===== config.mk =====
export PLATFORM = sky130hd
export DESIGN_NAME = freq_gate_counter
export DESIGN_NICKNAME = d
export VERILOG_FILES = /design/src/rtl/fgc_pkg.sv /design/src/rtl/fgc_gate_gen.sv /design/src/rtl/fgc_edge_sync.sv /design/src/rtl/fgc_capture.sv /design/src/rtl/freq_gate_counter.sv
export SDC_FILE = /design/constraint.sdc
export NUM_CORES = 1
export LEC_CHECK = 0
export ABC_CLOCK_PERIOD_IN_PS = 7400
export BUFFER_PORTS_ARGS = -buffer_cell sky130_fd_sc_hd__buf_2
export CAP_MARGIN = 0
export CORE_MARGIN = 1.5
export CORE_UTILIZATION = 61
export DETAILED_ROUTE_END_ITERATION = 8
export GPL_ROUTABILITY_DRIVEN = 0
export GPL_TIMING_DRIVEN = 0
export PLACE_DENSITY = 0.84
export REMOVE_ABC_BUFFERS = 1
export SLEW_MARGIN = 5
export SYNTH_ARGS = -nofsm -noshare
export SYNTH_HDL_FRONTEND = slang
export SYNTH_SLANG_ARGS = --single-unit

===== constraint.sdc =====
create_clock -name clk -period 7.4 [get_ports clk]
set_input_delay 0.37 -clock clk [delete_from_list [all_inputs] [get_ports clk]]
set_output_delay 0.37 -clock clk [all_outputs]
set_load 0.01 [all_outputs]

===== src/rtl/fgc_pkg.sv =====
`timescale 1ns/1ps
package fgc_pkg;

    localparam int unsigned CNT_W_DEF  = 24;
    localparam int unsigned TICK_W_DEF = 16;
    localparam int unsigned SYNC_DEF   = 2;

    typedef enum logic {
        PH_SHUT = 1'b0,
        PH_OPEN = 1'b1
    } gate_phase_e;

    typedef struct packed {
        logic level;
        logic closed;
    } gate_evt_t;

endpackage


===== src/rtl/fgc_gate_gen.sv =====
`timescale 1ns/1ps
module fgc_gate_gen
    import fgc_pkg::*;
#(
    parameter int unsigned TICK_W = TICK_W_DEF
) (
    input  logic              clk,
    input  logic              rst,
    input  logic              tick_i,
    input  logic [TICK_W-1:0] cfg_high_i,
    input  logic [TICK_W-1:0] cfg_period_i,
    output gate_evt_t         evt_o
);

    logic [TICK_W-1:0] pos_q;
    logic [TICK_W-1:0] high_q;
    logic [TICK_W-1:0] span_q;
    gate_phase_e       phase_q;
    logic              open_d_q;

    logic [TICK_W:0] pos_inc;
    logic            cycle_end;

    assign pos_inc   = {1'b0, pos_q} + {{TICK_W{1'b0}}, 1'b1};
    assign cycle_end = (pos_inc >= {1'b0, span_q});

    always_ff @(posedge clk) begin
        if (rst) begin
            pos_q    <= '0;
            high_q   <= cfg_high_i;
            span_q   <= cfg_period_i;
            phase_q  <= (cfg_high_i != '0) ? PH_OPEN : PH_SHUT;
            open_d_q <= 1'b0;
        end else begin
            open_d_q <= (phase_q == PH_OPEN);
            if (tick_i) begin
                if (cycle_end) begin
                    pos_q   <= '0;
                    high_q  <= cfg_high_i;
                    span_q  <= cfg_period_i;
                    phase_q <= (cfg_high_i != '0) ? PH_OPEN : PH_SHUT;
                end else begin
                    pos_q <= pos_inc[TICK_W-1:0];
                    if (pos_inc == {1'b0, high_q}) begin
                        phase_q <= PH_SHUT;
                    end
                end
            end
        end
    end

    assign evt_o.level  = (phase_q == PH_OPEN);
    assign evt_o.closed = open_d_q & (phase_q == PH_SHUT);

endmodule


===== src/rtl/fgc_edge_sync.sv =====
`timescale 1ns/1ps
module fgc_edge_sync
    import fgc_pkg::*;
#(
    parameter int unsigned STAGES = SYNC_DEF
) (
    input  logic clk,
    input  logic rst,
    input  logic sig_i,
    output logic rise_o
);

    logic [STAGES:0] chain_q;

    always_ff @(posedge clk) begin
        if (rst) begin
            chain_q <= '0;
        end else begin
            chain_q <= {chain_q[STAGES-1:0], sig_i};
        end
    end

    assign rise_o = chain_q[STAGES-1] & ~chain_q[STAGES];

endmodule


===== src/rtl/fgc_capture.sv =====
`timescale 1ns/1ps
module fgc_capture
    import fgc_pkg::*;
#(
    parameter int unsigned CNT_W = CNT_W_DEF
) (
    input  logic             clk,
    input  logic             rst,
    input  gate_evt_t        evt_i,
    input  logic             rise_i,
    output logic [CNT_W-1:0] result_o,
    output logic             valid_o,
    output logic             wrap_o
);

    localparam logic [CNT_W-1:0] PRELOAD = '1;

    logic [CNT_W-1:0] down_q;

    always_ff @(posedge clk) begin
        if (rst) begin
            down_q   <= PRELOAD;
            result_o <= '0;
            valid_o  <= 1'b0;
            wrap_o   <= 1'b0;
        end else begin
            valid_o <= evt_i.closed;
            wrap_o  <= 1'b0;
            if (evt_i.closed) begin
                result_o <= PRELOAD - down_q;
                down_q   <= PRELOAD;
            end else if (evt_i.level && rise_i) begin
                down_q <= down_q - {{(CNT_W-1){1'b0}}, 1'b1};
                wrap_o <= (down_q == '0);
            end
        end
    end

endmodule


===== src/rtl/freq_gate_counter.sv =====
`timescale 1ns/1ps
module freq_gate_counter
    import fgc_pkg::*;
#(
    parameter int unsigned CNT_W  = CNT_W_DEF,
    parameter int unsigned TICK_W = TICK_W_DEF,
    parameter int unsigned SYNC_N = SYNC_DEF
) (
    input  logic              clk,
    input  logic              rst,
    input  logic              tick_i,
    input  logic              sig_i,
    input  logic [TICK_W-1:0] cfg_high_i,
    input  logic [TICK_W-1:0] cfg_period_i,
    input  logic              irq_clr_i,
    output logic              gate_o,
    output logic [CNT_W-1:0]  result_o,
    output logic              result_valid_o,
    output logic              irq_o,
    output logic              overflow_o
);

    gate_evt_t evt;
    logic      rise;
    logic      wrap;
    logic      irq_q;
    logic      ovf_q;

    fgc_gate_gen #(.TICK_W(TICK_W)) u_gate (
        .clk          (clk),
        .rst          (rst),
        .tick_i       (tick_i),
        .cfg_high_i   (cfg_high_i),
        .cfg_period_i (cfg_period_i),
        .evt_o        (evt)
    );

    fgc_edge_sync #(.STAGES(SYNC_N)) u_sync (
        .clk    (clk),
        .rst    (rst),
        .sig_i  (sig_i),
        .rise_o (rise)
    );

    fgc_capture #(.CNT_W(CNT_W)) u_cap (
        .clk      (clk),
        .rst      (rst),
        .evt_i    (evt),
        .rise_i   (rise),
        .result_o (result_o),
        .valid_o  (result_valid_o),
        .wrap_o   (wrap)
    );

    always_ff @(posedge clk) begin
        if (rst) begin
            irq_q <= 1'b0;
            ovf_q <= 1'b0;
        end else begin
            irq_q <= evt.closed | (irq_q & ~irq_clr_i);
            ovf_q <= ovf_q | wrap;
        end
    end

    assign gate_o     = evt.level;
    assign irq_o      = irq_q;
    assign overflow_o = ovf_q;

endmodule


# Word-level counts from Yosys, hierarchy flattened
# Index checks and enable logic that the tools add are counted.
# totals
elab_cells	48
regBits	105
# classes
addsub	3
n_bitwise	9
eq_ne	1
n_mux	12
order_cmp	1
reduce_logical	10
# op_table
op	n
$mux 16	7
$logic_not 24->1	1
$sub 24x1->24 const B	1
$sub 24x24->24 const A	1
$add 16x1->17 const B	1
$eq 17x16->1	1
$ge 17x16->1	1
$reduce_bool 16->1	1
$mux 1	5
$not 1->1	4
$reduce_and 2->1	2
$reduce_bool 2->1	2
$and 1x1->1	3
$reduce_bool 3->1	1
$reduce_or 3->1	1
$or 1x1->1	2
$reduce_or 2->1	1
$logic_and 1x1->1	1

# Longest topological paths before layout
# depth
ltp_word	6
mapped_depth	18

# Hierarchy
# A second synthesis with hierarchy kept.
# hier_totals
cells_unflattened	507
hier_area_um2	5064.9
# by_module_without_submodules
module	area_per_inst_um2	seq_area_each_um2	n_inst	cells_each
fgc_gate_gen	2832.7	1331.3	1	263
fgc_capture	2078.2	1001.0	1	230
fgc_edge_sync	87.6	60.1	1	7
freq_gate_counter	66.3	40.0	1	7

# Least setup slack after synthesis
# OpenSTA, ideal clock, no wires.
# synth_timing
path_kind	register to register
start	reg u_gate.pos_q[0]
end	reg u_gate.high_q[0], enable pin
stages_incl_launch_ff	16
arrival_ns	4.343
required_ns	6.979
slack_ns	2.636
cell_sequence	dfxtp_1 ha_1 buf_2 nand2_1 or4_4 buf_6 o21a_1 nor2_1 inv_1 ha_1 o21a_1 o21ai_0 a21o_1 or2_2 and2_1 nor2_1
# synth_via
elab_chain_cells	4
# synth_lines
item	line_no	rtl
start, declared	fgc_gate_gen.sv:15	logic [TICK_W-1:0] pos_q;
start signal, assigned	fgc_gate_gen.sv:43	pos_q <= pos_inc[TICK_W-1:0];
$add 16x1->17	fgc_gate_gen.sv:24	assign pos_inc = {1'b0, pos_q} + {{TICK_W{1'b0}}, 1'b1};
$ge 17x16->1	fgc_gate_gen.sv:25	assign cycle_end = (pos_inc >= {1'b0, span_q});
$reduce_bool 2->1 (no line)	n/a	
$reduce_and 2->1 (no line)	n/a	
end signal, assigned	fgc_gate_gen.sv:30	high_q <= cfg_high_i;
end signal, assigned	fgc_gate_gen.sv:39	high_q <= cfg_high_i;
end, declared	fgc_gate_gen.sv:16	logic [TICK_W-1:0] high_q;
# No other way between the ends.
# A chain may end at the register's enable or synchronous reset.

# Worst setup path after layout
# layout_timing
start	reg u_gate.pos_q[0]
end	reg u_gate.span_q[0], enable pin
# layout_via
elab_chain_cells	4
# layout_lines
item	line_no	rtl
$add 16x1->17	fgc_gate_gen.sv:24	
$ge 17x16->1	fgc_gate_gen.sv:25	
$reduce_bool 2->1 (no line)	n/a	
$reduce_and 2->1 (no line)	n/a	
end signal, assigned	fgc_gate_gen.sv:31	span_q <= cfg_period_i;
end signal, assigned	fgc_gate_gen.sv:40	span_q <= cfg_period_i;
end, declared	fgc_gate_gen.sv:17	logic [TICK_W-1:0] span_q;
# No other way between the ends.

==> impl_metrics.tcl <==
set metrics [dict create \
    ys.flop_type "sky130_fd_sc_hd__dfxtp_1" \
    worst_slack_ps 2962 \
    irDropWorstVdd_v 0.0001393 \
    antenna_violating_nets_post_route 0 \
    worst_pin_slew_ps 1256 \
    report.final.slew_viol_count 0 \
    max_slew_margin 0.1596 \
    clock_skew_ps 12.65 \
    syn_inst 473 \
    endpoint_worst_hold "u_gate.span_q[7]" \
    worst_r2r_endpoint "u_gate.span_q[0]" \
    antenna-diode-count 0 \
    maximum_number_of_pins_on_one_net_before_global_route_repair 31 \
    gr-usage-met2 0.4117 \
    layout.area.seq_um2 2432 \
    fin_nets 586 \
    crit_path_max_fanout 21 \
    rsz_0062_raised_after_global_routing "false" \
    status "completed" \
    die_area_um2 8256 \
    worst_hold_startpoint "cfg_period_i[7]" \
    die_height_um 90.87 \
    setup_crit_start_kind "register" \
    cts_buffer_depth 2 \
    number_of_setup_buffers_added_after_cts 0 \
    place_hpwl_um 6888 \
    clockRootBuffer "sky130_fd_sc_hd__clkbuf_8" \
    wl_um 9299 \
    cts.sinks 105 \
    routed_via_density 5.726 \
    cts_resized 0 \
    endpoint_kind "register" \
    post-synth-top-area-cell "sky130_fd_sc_hd__dfxtp_1" \
    post-place-ws_ps 2974 \
    drc_errors 0 \
    synth_async_sr_flop_share 0 \
    cap_violations 0 \
    synth.top_cells.by_area "sky130_fd_sc_hd__dfxtp_1, sky130_fd_sc_hd__edfxtp_1, sky130_fd_sc_hd__ha_1, sky130_fd_sc_hd__nand2_1, sky130_fd_sc_hd__xnor2_1" \
    yosys-top-cells-count "sky130_fd_sc_hd__dfxtp_1, sky130_fd_sc_hd__nand2_1, sky130_fd_sc_hd__o21ai_0, sky130_fd_sc_hd__edfxtp_1, sky130_fd_sc_hd__nor2_1" \
    setup.reg_to_reg.worst_slack_ps 2960 \
    grt_pass1_wl_um 15450 \
    hold_path_class "input pin to register" \
    syn-cell-area_um2 4710 \
    power.density_cell_area_nw_per_um2 191.9 \
    yosys.cell_types.count 57 \
    grt_overflow 0 \
    crit_required_ps 7480 \
    cts-buffers-inserted 9 \
    critPathKind "register to register" \
    final_core_util 0.7221 \
    yosysSeqAreaShare 0.5165 \
    start_util 0.6390 \
    vias_in_the_first_global_route 3406 \
    placementRows 31 \
    synthesis.area_per_instance_um2 9.957 \
    ys_seq_elements 105 \
    wire_per_inst_um 14.64 \
    drt-pass1-iter-count 6 \
    fillCellCount 535 \
    syn_to_final_growth_pct 12.99 \
    worst_setup_hold_path_clk_slew_ps 100 \
    synth_warnings 0 \
    initial_antenna_violation_count 0 \
    post-route-min-period_ps 4438 \
    cts_tree "built" \
    worst_r2r_startpoint "u_gate.pos_q[0]" \
    yosysMostFrequentCell "sky130_fd_sc_hd__dfxtp_1" \
    vias_post_dr 3636 \
    multiInputGateArea_um2 2101 \
    hold_depth 1 \
    cts_hold_buffers 0 \
    fmax_ghz 0.2253 \
    synth-edff-count 33 \
    final_layout_size_suffix_gt1_frac 0.1828 \
    final.period_utilization 0.5997 \
    drt_iter0_markers 249 \
    coreArea_um2 7370 \
    power.static_leakage_nw 2.229 \
    top_level_ports 65 \
    grt-busiest-layer "met2" \
    global_route_usage_sum 0.2346 \
    die_w_um 90.87 \
    worstRegToRegCells 14 \
    hold_violations 0 \
    post-synth-top-area-fraction 0.3061 \
    arrival_ps 4520 \
    sum_neg_setup_slack_ps 0 \
    clkLatencyLatePin_ps 370 \
    setup_viol_count_final 0 \
    met3_usage 0.04125 \
    cts_h_tree_lvls 3 \
    use_met1 0.2930 \
    place.port_buffers 64 \
]
power breakdown:
part | switching (W) | leakage, nW | total, W | internal [W]
combinational | 0.0000349 | 1.23 | 0.0000611 | 0.0000261
sequential | 0.00000801 | 0.899 | 0.000616 | 0.000608
clock | 0.000211 | 0.101 | 0.000344 | 0.000133
total | 0.000254 | 2.23 | 0.00102 | 0.000767
per-stage QoR:
step | cells | instance area [um^2] | total power [W] | hold WS [ps]
floorplan | 454 | 4613 | 0.0006593 | 413.8
global placement | 617 | 5057 | 0.0006810 | 424.6
detailed placement | 619 | 5126 | 0.0006897 | 431.5
CTS | 635 | 5321 | 0.001023 | 165.4
global route | 635 | 5321 | 0.001051 | 158.7
finish | 635 | 5321 | 0.001021 | 169.6
worst max-delay path, cell delays in order, from the launching register on:
cell and delay, ps:
sky130_fd_sc_hd__dfxtp_1 510, sky130_fd_sc_hd__ha_1 420, sky130_fd_sc_hd__nand2_1 160, sky130_fd_sc_hd__or4_4 610, sky130_fd_sc_hd__o21a_1 220, sky130_fd_sc_hd__nor2_1 220, sky130_fd_sc_hd__inv_1 80, sky130_fd_sc_hd__ha_1 320
sky130_fd_sc_hd__a211o_1 140, sky130_fd_sc_hd__a21oi_1 60, sky130_fd_sc_hd__a21o_1 180, sky130_fd_sc_hd__or2_2 280, sky130_fd_sc_hd__and2_1 190, sky130_fd_sc_hd__nor2_2 530, sky130_fd_sc_hd__buf_16 240
cell families after synthesis:
| logic type | Yosys count | share of synthesized area |
|---|---|---|
| compound gates | 97 | 0.1323 |
| xor+xnor | 35 | 0.06509 |
| fa+ha+maj | 18 | 0.04782 |
| buf+inv | 44 | 0.04038 |
| flops | 105 | 0.5165 |
| mux | 2 | 0.004782 |
| simple gates | 172 | 0.1931 |
state kept, by name (all words and copies together) (netlist names):
| register | flops |
|---|---|
| u_cap.down_q | 24 |
| u_cap.result_o | 24 |
| u_gate.high_q | 16 |
| u_gate.pos_q | 16 |
| u_gate.span_q | 16 |
| u_sync.chain_q | 3 |
| irq_o | 1 |
| overflow_o | 1 |
| u_cap.valid_o | 1 |
| u_cap.wrap_o | 1 |
| u_gate.open_d_q | 1 |
| u_gate.phase_q | 1 |
worst max-delay path by stage:
stage / startpoint / end / slack [ps] / cells after the start
floorplan: u_gate.pos_q[0] / u_gate.high_q[0] / 2660 / 13
global placement: u_gate.pos_q[0] / u_gate.span_q[6] / 2040 / 13
detailed placement: u_gate.pos_q[0] / u_gate.span_q[7] / 2970 / 14
CTS: u_gate.pos_q[0] / u_gate.span_q[0] / 2970 / 14
global route: u_gate.pos_q[0] / u_gate.high_q[2] / 2640 / 14
finish: u_gate.pos_q[0] / u_gate.span_q[0] / 2960 / 14
per-layer routing:
metal,share of wire,vias up,wire length [um]
li1,-,1812,-
met1,0.43,1691,4037
met2,0.49,116,4574
met3,0.058,17,537
met4,0.016,0,148
met5,0,-,0
cells in the final DEF, fill, tap and decap left out, types with 7 or more instances in the layout:
cell type                   n
sky130_fd_sc_hd__nor3_1    11
sky130_fd_sc_hd__xnor2_1   24
sky130_fd_sc_hd__o21ai_0   39
sky130_fd_sc_hd__a21oi_1   12
sky130_fd_sc_hd__ha_1      18
sky130_fd_sc_hd__or3_1      7
sky130_fd_sc_hd__xor2_1    11
sky130_fd_sc_hd__and3_1     9
sky130_fd_sc_hd__nand4_1    8
sky130_fd_sc_hd__nand3_1   10
sky130_fd_sc_hd__dfxtp_1   72
sky130_fd_sc_hd__inv_1     25
sky130_fd_sc_hd__a21o_1     8
sky130_fd_sc_hd__nor2_1    25
sky130_fd_sc_hd__nor4_1    11
sky130_fd_sc_hd__clkbuf_8   9
sky130_fd_sc_hd__nand2_1   59
sky130_fd_sc_hd__buf_2     64
sky130_fd_sc_hd__edfxtp_1  33
area by class of cell:
type	count	area share
clock buffer	9	0.02328
clock inverter	7	0.01340
inverter	25	0.01763
multi-input combinational	324	0.3948
sequential	105	0.4571
tap	99	0.02328
timing repair buffer	66	0.07054
No activity file was read; power rests on OpenSTA's default activity.
